[src/rtl/isp_pkg.sv]
package isp_pkg;
  typedef enum logic [2:0] {
    CMD_NONE   = 3'd0,
    CMD_ENABLE = 3'd1,
    CMD_DISABLE= 3'd2,
    CMD_CLEAR  = 3'd3,
    CMD_PROG   = 3'd4,
    CMD_ERSECT = 3'd5,
    CMD_ERALL  = 3'd6,
    CMD_VERIFY = 3'd7
  } isp_cmd_e;

  localparam int PIN_STAT = 0;
  localparam int PIN_ERR  = 1;
  localparam int NPIN     = 2;
endpackage

[src/rtl/isp_cmd_guard.sv]
module isp_cmd_guard
  import isp_pkg::*;
#(
  parameter int NSECT = 8,
  localparam int SW = (NSECT > 1) ? $clog2(NSECT) : 1
) (
  input  logic             clk,
  input  logic             rst_n,
  input  logic             cmd_valid,
  input  logic [2:0]       cmd_code,
  input  logic [SW-1:0]    cmd_sector,
  input  logic [NPIN-1:0]  cmd_od,
  input  logic             sec_cfg,
  input  logic [NSECT-1:0] sect_prot,
  output logic             isc_en,
  output logic [NPIN-1:0]  od_mode,
  output logic             locked,
  output logic             refuse_c,
  output logic             clear_c,
  output logic             eng_start,
  output logic [2:0]       eng_op,
  output logic [SW-1:0]    eng_sector
);
  isp_cmd_e cmd;
  logic     erased_q;
  logic     go_c;
  logic     sect_ok;

  assign cmd    = isp_cmd_e'(cmd_code);
  assign locked = sec_cfg & ~erased_q;

  always_comb begin
    sect_ok = 1'b0;
    if (32'(cmd_sector) < NSECT) sect_ok = ~sect_prot[cmd_sector];
  end

  always_comb begin
    go_c     = 1'b0;
    refuse_c = 1'b0;
    clear_c  = 1'b0;
    if (cmd_valid && isc_en) begin
      unique case (cmd)
        CMD_CLEAR:             clear_c = 1'b1;
        CMD_PROG, CMD_VERIFY:  if (locked) refuse_c = 1'b1; else go_c = 1'b1;
        CMD_ERSECT:            if (locked || !sect_ok) refuse_c = 1'b1; else go_c = 1'b1;
        CMD_ERALL:             go_c = 1'b1;
        default: ;
      endcase
    end
  end

  always_ff @(posedge clk or negedge rst_n) begin
    if (!rst_n) begin
      isc_en     <= 1'b0;
      od_mode    <= '0;
      erased_q   <= 1'b0;
      eng_start  <= 1'b0;
      eng_op     <= 3'd0;
      eng_sector <= '0;
    end else begin
      eng_start <= go_c;
      if (go_c) begin
        eng_op     <= cmd_code;
        eng_sector <= cmd_sector;
      end
      if (go_c && cmd == CMD_ERALL) erased_q <= 1'b1;
      if (cmd_valid && cmd == CMD_ENABLE) begin
        isc_en  <= 1'b1;
        od_mode <= cmd_od;
      end else if (cmd_valid && isc_en && cmd == CMD_DISABLE) begin
        isc_en <= 1'b0;
      end
    end
  end

  assert_locked_blocks_R8: assert property (@(posedge clk) disable iff (!rst_n)
    (cmd_valid && isc_en && locked && cmd != CMD_ERALL) |=> !eng_start);

  assert_prot_refused_R10: assert property (@(posedge clk) disable iff (!rst_n)
    (cmd_valid && isc_en && cmd == CMD_ERSECT && 32'(cmd_sector) < NSECT
     && sect_prot[cmd_sector]) |=> !eng_start);

  assert_idle_ignored_R1: assert property (@(posedge clk) disable iff (!rst_n)
    (cmd_valid && !isc_en && cmd != CMD_ENABLE) |=> (!isc_en && !eng_start));

  assert_erall_unlocks_R9: assert property (@(posedge clk) disable iff (!rst_n)
    (cmd_valid && isc_en && cmd == CMD_ERALL) |=> (!locked && eng_start));

  assert_start_pulse_R11: assert property (@(posedge clk) disable iff (!rst_n)
    (eng_start && !(cmd_valid && isc_en)) |=> !eng_start);
endmodule

[src/rtl/isp_err_track.sv]
module isp_err_track (
  input  logic clk,
  input  logic rst_n,
  input  logic fail,
  input  logic clr,
  input  logic chip_rst,
  input  logic isc_en,
  output logic err_q
);
  logic release_c;
  assign release_c = clr | (chip_rst & ~isc_en);

  always_ff @(posedge clk or negedge rst_n) begin
    if (!rst_n)          err_q <= 1'b0;
    else if (fail)       err_q <= 1'b1;
    else if (release_c)  err_q <= 1'b0;
  end

  assert_err_sticky_R5: assert property (@(posedge clk) disable iff (!rst_n)
    (err_q && !clr && !chip_rst) |=> err_q);

  assert_fail_sets_R5: assert property (@(posedge clk) disable iff (!rst_n)
    fail |=> err_q);

  assert_rst_enabled_noeffect_R7: assert property (@(posedge clk) disable iff (!rst_n)
    (err_q && chip_rst && isc_en && !clr) |=> err_q);
endmodule

[src/rtl/isp_pin_drv.sv]
module isp_pin_drv #(
  parameter int NPIN = 2
) (
  input  logic            clk,
  input  logic            rst_n,
  input  logic            en,
  input  logic [NPIN-1:0] od,
  input  logic [NPIN-1:0] val,
  output logic [NPIN-1:0] pin_o,
  output logic [NPIN-1:0] pin_oe
);
  for (genvar i = 0; i < NPIN; i++) begin : g_pin
    always_ff @(posedge clk or negedge rst_n) begin
      if (!rst_n) begin
        pin_o[i]  <= 1'b0;
        pin_oe[i] <= 1'b0;
      end else if (!en) begin
        pin_o[i]  <= 1'b0;
        pin_oe[i] <= 1'b0;
      end else if (od[i]) begin
        pin_o[i]  <= 1'b0;
        pin_oe[i] <= ~val[i];
      end else begin
        pin_o[i]  <= val[i];
        pin_oe[i] <= 1'b1;
      end
    end

    assert_od_never_high_R4: assert property (@(posedge clk) disable iff (!rst_n)
      (en && od[i]) |=> !pin_o[i]);
    assert_pp_driven_R4: assert property (@(posedge clk) disable iff (!rst_n)
      (en && !od[i]) |=> pin_oe[i]);
  end

  assert_off_undriven_R1: assert property (@(posedge clk) disable iff (!rst_n)
    !en |=> (pin_oe == '0));
endmodule

[src/rtl/isp_status_guard.sv]
module isp_status_guard
  import isp_pkg::*;
#(
  parameter int NSECT = 8,
  localparam int SW = (NSECT > 1) ? $clog2(NSECT) : 1
) (
  input  logic             clk,
  input  logic             rst_n,
  input  logic             cmd_valid,
  input  logic [2:0]       cmd_code,
  input  logic [SW-1:0]    cmd_sector,
  input  logic [1:0]       cmd_od,
  input  logic             sec_cfg,
  input  logic [NSECT-1:0] sect_prot,
  input  logic             eng_busy,
  input  logic             eng_fail,
  input  logic             sec_wr_busy,
  input  logic             chip_rst,
  output logic             eng_start,
  output logic [2:0]       eng_op,
  output logic [SW-1:0]    eng_sector,
  output logic             locked,
  output logic             stat_o,
  output logic             stat_oe,
  output logic             err_o,
  output logic             err_oe
);
  logic            isc_en;
  logic [NPIN-1:0] od_mode;
  logic            refuse_c;
  logic            clear_c;
  logic            err_q;
  logic [NPIN-1:0] pin_val;
  logic [NPIN-1:0] pin_o;
  logic [NPIN-1:0] pin_oe;

  isp_cmd_guard #(.NSECT(NSECT)) u_guard (
    .clk(clk), .rst_n(rst_n), .cmd_valid(cmd_valid), .cmd_code(cmd_code),
    .cmd_sector(cmd_sector), .cmd_od(cmd_od), .sec_cfg(sec_cfg),
    .sect_prot(sect_prot), .isc_en(isc_en), .od_mode(od_mode),
    .locked(locked), .refuse_c(refuse_c), .clear_c(clear_c),
    .eng_start(eng_start), .eng_op(eng_op), .eng_sector(eng_sector)
  );

  isp_err_track u_err (
    .clk(clk), .rst_n(rst_n), .fail(eng_fail | refuse_c), .clr(clear_c),
    .chip_rst(chip_rst), .isc_en(isc_en), .err_q(err_q)
  );

  assign pin_val[PIN_STAT] = ~(eng_busy | sec_wr_busy);
  assign pin_val[PIN_ERR]  = ~err_q;

  isp_pin_drv #(.NPIN(NPIN)) u_pins (
    .clk(clk), .rst_n(rst_n), .en(isc_en), .od(od_mode), .val(pin_val),
    .pin_o(pin_o), .pin_oe(pin_oe)
  );

  assign stat_o  = pin_o[PIN_STAT];
  assign stat_oe = pin_oe[PIN_STAT];
  assign err_o   = pin_o[PIN_ERR];
  assign err_oe  = pin_oe[PIN_ERR];

  assert_refuse_flags_R5: assert property (@(posedge clk) disable iff (!rst_n)
    refuse_c |=> (err_q && !eng_start));
endmodule

[config.mk]
export PLATFORM = sky130hd
export DESIGN_NAME = isp_status_guard
export DESIGN_NICKNAME = d
export VERILOG_FILES = /design/src/rtl/isp_pkg.sv /design/src/rtl/isp_cmd_guard.sv /design/src/rtl/isp_err_track.sv /design/src/rtl/isp_pin_drv.sv /design/src/rtl/isp_status_guard.sv
export SDC_FILE = /design/constraint.sdc
export NUM_CORES = 1
export LEC_CHECK = 0
export BUFFER_PORTS_ARGS = -buffer_cell sky130_fd_sc_hd__buf_4
export CAP_MARGIN = 5
export CORE_MARGIN = 5
export CORE_UTILIZATION = 30
export DETAILED_ROUTE_END_ITERATION = 8
export SLEW_MARGIN = 20
export SYNTH_ARGS = -nofsm -noshare
export SYNTH_HDL_FRONTEND = slang
export SYNTH_HIERARCHICAL = 1
export SYNTH_SLANG_ARGS = --single-unit
[constraint.sdc]
create_clock -name clk -period 1.85 [get_ports clk]
set_input_delay 0.555 -clock clk [delete_from_list [all_inputs] [get_ports clk]]
set_output_delay 0.555 -clock clk [all_outputs]
set_load 0.005 [all_outputs]
Yosys cells after proc, flatten, opt, wreduce, memory -nomap -nowiden
Cells that the tools add are included.
{ "totals": {"elab_cells": 60, "input_bits": 24, "reg_bits": 16, "output_inout_bits": 12} }
{ "classes": {"n_mux": 24, "reduce_logical": 8, "bitwise_logic": 9, "n_eq_ne": 7, "magnitude_cmp": 1} }
{ "ops": {"columns": ["op", "count"], "rows": [
  ["1-bit 2-to-1 mux", 21],
  ["3-bit equality test (second input constant)", 4],
  ["3-bit by 2-bit equality test with 1-bit output (second input constant)", 2],
  ["1-bit logical AND", 4],
  ["3-bit by 4-bit less-than comparator with 1-bit output (second input constant)", 1],
  ["1-bit NOT", 4],
  ["2-bit nonzero test", 2],
  ["1-bit binary-select mux with 3-bit select", 1],
  ["3-bit by 1-bit equality test with 1-bit output (second input constant)", 1],
  ["1-bit bitwise OR", 3],
  ["1-bit case mux with 3 select lines", 1],
  ["1-bit bitwise AND", 2],
  ["1-bit case mux with 2 select lines", 1],
  ["2-bit OR reduction", 1],
  ["1-bit logical OR", 1]
]} }

Longest topological paths before layout
{ "logic_depth": {"word_depth": 8, "mapped_depth": 7, "depth_no_buf": 6} }

Hierarchy
The synthesis kept the hierarchy.
{ "modules_own_cells": {"columns": ["module", "seq_area_each_um2", "cells_per_inst", "area_each_um2", "instances"], "rows": [
  ["isp_cmd_guard", 275.3, 52, 585.6, 1],
  ["isp_pin_drv", 100.1, 8, 140.1, 1],
  ["isp_err_track", 25.0, 4, 43.8, 1],
  ["isp_status_guard", 0.0, 3, 13.8, 1]
]} }

Least setup slack after synthesis
OpenSTA, ideal clock, no wires.
{ "synth_timing": {"path_type": "input-to-reg", "start": "input cmd_sector[0]", "end": "register u_guard.eng_sector[0]", "required_time_ns": 1.725, "stages": 5, "arrival_ns": 1.845, "setup_slack_ns": -0.120, "setup_ns": 0.125, "n_path_buf": 1, "cell_sequence": "buf_6 mux2i_1 mux4_2 a32o_2 mux2_4"} }
{ "synth_via": {"elab_chain_cells": 6} }
{ "synth_rtl": {"columns": ["element", "line", "source"], "rows": [
  ["from (decl)", "isp_status_guard.sv:11", "input logic [SW-1:0] cmd_sector,"],
  ["1-bit binary-select mux with 3-bit select", "isp_cmd_guard.sv:34", "if (32'(cmd_sector) < NSECT) sect_ok = ~sect_prot[cmd_sector];"],
  ["1-bit 2-to-1 mux (not written as such)", "isp_cmd_guard.sv:34", null],
  ["1-bit logical OR", "isp_cmd_guard.sv:45", "CMD_ERSECT: if (locked || !sect_ok) refuse_c = 1'b1; else go_c = 1'b1;"],
  ["1-bit 2-to-1 mux", "isp_cmd_guard.sv:45", null],
  ["1-bit case mux with 3 select lines", "isp_cmd_guard.sv:42", "unique case (cmd)"],
  ["1-bit 2-to-1 mux", "isp_cmd_guard.sv:41", "if (cmd_valid && isc_en) begin"],
  ["via u_guard.go_c", "isp_cmd_guard.sv:26", "logic go_c;"],
  ["to (signal assigned)", "isp_cmd_guard.sv:64", "eng_sector <= cmd_sector;"],
  ["to (decl)", "isp_cmd_guard.sv:22", "output logic [SW-1:0] eng_sector"]
]} }
The timed path passes the listed nets, and every way through them passes these cells. The select of a mux whose other input is x is not followed.
A chain may end at the register's enable or synchronous reset.

Final worst setup path
{ "layout_timing": {"start": "input cmd_sector[0]", "end": "register u_guard.eng_sector[1]"} }
Same word-level chain as after synthesis.

==> impl_metrics.csv <==
group,metric,value,unit
run_status,status,"finished clean",
synthesis,syn_inst,67,
drt,final_antenna_net_count,0,
sta,slew_viol_final,0,
placed_design,gp_congestion,0.718,
layout,post-route-util,46.4,%
power_and_ir_drop,power.switching,0.233,mW
drt,vias,658,
clock_network,cts.clk_slew.worst_paths,0.10,ns
synthesis,yosysSeqAreaShare,51.1,%
layout,layout-drive-gt1-share,50.9,%
sta,setup_viol,0,
synthesis,synthTopCellsByArea,"dfrtp_1, mux2_4, mux2i_1",
synthesis,syn_area,783,sq um
drt,vias_per_cell,4.70,
clock_network,clock_latency,0.28,ns
power_and_ir_drop,seqPwrFrac,48.0,%
clock_network,ctsHoldBuffers,0,
layout,syn2layout_area_growth,46.8,%
layout,nNetsFinal,135,
sta,fmax,575,MHz
floorplan,die_w,61.1,um
power_and_ir_drop,p_leak,0.618,nW
sta,worst_pin_slew,0.228,ns
global_route,grt_pass1_vias,676,
global_route,grt_use_total,10.7,%
drt,finalWirelength,1.82,mm
floorplan,start_util,31.6,%
clock_network,postCtsSetupRepairBufs,0,
critical_path,crit_type,"in -> reg",
global_route,antenna_found_initial,0,
clock_network,cts_root_buf,"clkbuf_4",
critical_path,cpPeakStageDelay,0.47,ns
layout,antenna_cells,0,
placed_design,dp_hpwl,1.53,mm
critical_path,cpMaxStageDelayCell,"mux4_2",
placed_design,port_buffers,35,
floorplan,die_h,61.1,um
synthesis,synth_area_per_cell,11.7,sq um
critical_path,critPathCaptureType,"register",
synthesis,yosysWarningCount,6,
power_and_ir_drop,pwr-share-comb,27.8,%
floorplan,top_level_ports,36,
floorplan,coreArea,2480,sq um
placed_design,post-place-ws,-0.198,ns
power_and_ir_drop,internal_power,0.701,mW
clock_network,cts.sinks,16,
clock_network,clock_path_buffers,2,
synthesis,synth_top_area_share,51.1,%
critical_path,worstPathRequired,2.01,ns
global_route,grt_max_degree,17,
synthesis,synthArstFlopShare,100,%
sta,timing.final.ws_setup,0.110,ns
sta,period_share,94.1,%
sta,finalHoldViolations,0,
synthesis,synth_fp_nets,91,
clock_network,htree_levels,1,
critical_path,crit_chain,"buf_4, mux2i_1, mux4_2, a32o_2, mux2_4",
floorplan,row_count,18,
drt,drt-initial-drc-count,10,
clock_network,cts_resized,0,
drt,dr.pass1.iters,4,
min_path,hold_class,"in -> async",
floorplan,die-area,3730,sq um
synthesis,synth_top_area_cell,"dfrtp_1",
critical_path,crit_fanout,5,
clock_network,cts_tree,"yes",
power_and_ir_drop,fin_total_pwr,0.934,mW
synthesis,synthFlopType,"dfrtp_1",
sta,fin_crit,1.74,ns
sta,maxSlewHeadroom,84.8,%
power_and_ir_drop,clockPowerShare,24.2,%
sta,finalClockSkew,0.00923,ns
critical_path,cp.arrival,1.90,ns
sta,rsz0062_at_grt,"false",
critical_path,path_buf_inv,1,
synthesis,synth_edf_count,0,
critical_path,crit_family,"multiplexers",
global_route,gr-total-overflow,0,
synthesis,synth.distinct_cells,28,
run,max-cap-violations,0,
drt,routedWlPerCell,13.0,um
synthesis,synth-seq-cells,16,
drt,drcViolationCount,0,
power_and_ir_drop,irDropWorstVdd,0.524,mV
power_and_ir_drop,power.density,812,nW/um^2
global_route,grt_pass1_wl,2.92,mm
power_and_ir_drop,swShare,25.0,%
critical_path,crit_path_start_kind,"input port",
clock_network,cts_buffers,3,
sta,setup-tns-final,0,ns
## cells in the mapped netlist (all sizes together), types with 2 or more instances
cell,count
o21ai,2
a31o,2
nand2b,2
mux2i,4
a21oi,3
dfrtp,16
nor2,7
or2,2
and3,2
nand2,2
and3b,2
inv,5
mux2,5
a21boi,2
## final timing paths
path                       cells after the start  slack [ns]                                 to                            from
setup / recovery                               5        0.11  u_guard/eng_sector[1]$_DFFE_PN0P_                   cmd_sector[0]
hold / removal                                 1        0.11          u_pins/pin_o[1]$_DFF_PN0_                           rst_n
setup reg to reg                               4        0.20  u_guard/eng_sector[1]$_DFFE_PN0P_    u_guard/erased_q$_DFFE_PN0P_
hold reg to reg                                1        0.47         u_pins/pin_oe[0]$_DFF_PN0_  u_guard/od_mode[0]$_DFFE_PN0P_
max in group asynchronous                      1        1.56        u_guard/eng_start$_DFF_PN0_                           rst_n
min in group clk                               1        0.47         u_pins/pin_oe[0]$_DFF_PN0_  u_guard/od_mode[0]$_DFFE_PN0P_
## cell type report
class / instances / area [sq um]
clock buffer: 4 / 36.3
fill: 245 / 1330
inverter: 5 / 18.8
multi-input combinational: 44 / 349
sequential: 16 / 400
tap: 30 / 37.5
timing repair buffer: 41 / 308
## stage by stage
step / instance area (sq um) / cells / hold WS, ns
after floorplan: 787 / 67 / 0.259
after global placement: 1110 / 136 / 0.423
after detailed placement: 1110 / 136 / 0.429
after CTS: 1150 / 140 / 0.109
after global routing: 1150 / 140 / 0.110
final: 1150 / 140 / 0.106
## cells by family (layout without fill, tap and decap cells)
family,after synthesis,count (layout),synth area share [%]
compound gates,13,13,13.3
simple gates,20,20,13.4
fa+ha+maj,1,1,1.28
flops,16,16,51.1
mux,10,10,16.6
buf+inv,7,50,4.31
## routing by layer
metal	global-route usage [%]	up-vias	wire (um)
li1	-	322	-
met1	12.7	308	732
met2	17.8	28	890
met3	3.77	0	199
met4	3.72	0	0
met5	0	-	0
## placed cells by master, fill, tap and decap left out, types with 2 or more instances in the layout
cell	count
and3_1	2
mux2i_1	4
nand2_1	2
nand2b_1	2
and3b_1	2
inv_1	5
buf_4	41
a21boi_2	2
o21ai_0	2
mux2_2	2
clkbuf_4	3
a21oi_1	3
dfrtp_1	16
mux2_4	3
nor2_1	7
## flip-flops by register name, summed over array words and instances (netlist names)
signal / cells
u_guard/erased_q: 1
u_err/err_q: 1
u_pins/pin_o: 2
u_guard/od_mode: 2
u_guard/eng_op: 3
u_guard/isc_en: 1
u_pins/pin_oe: 2
u_guard/eng_start: 1
u_guard/eng_sector: 3
## power by group through the flow
stage | Sequential (mW) | Combinational (mW) | Clock [mW]
after floorplan | 0.453 | 0.112 | 0
after global placement | 0.456 | 0.259 | 0
after detailed placement | 0.453 | 0.266 | 0
after CTS | 0.449 | 0.265 | 0.237
after global routing | 0.458 | 0.285 | 0.252
final | 0.448 | 0.259 | 0.226
No activity file was read; power rests on OpenSTA's default activity.
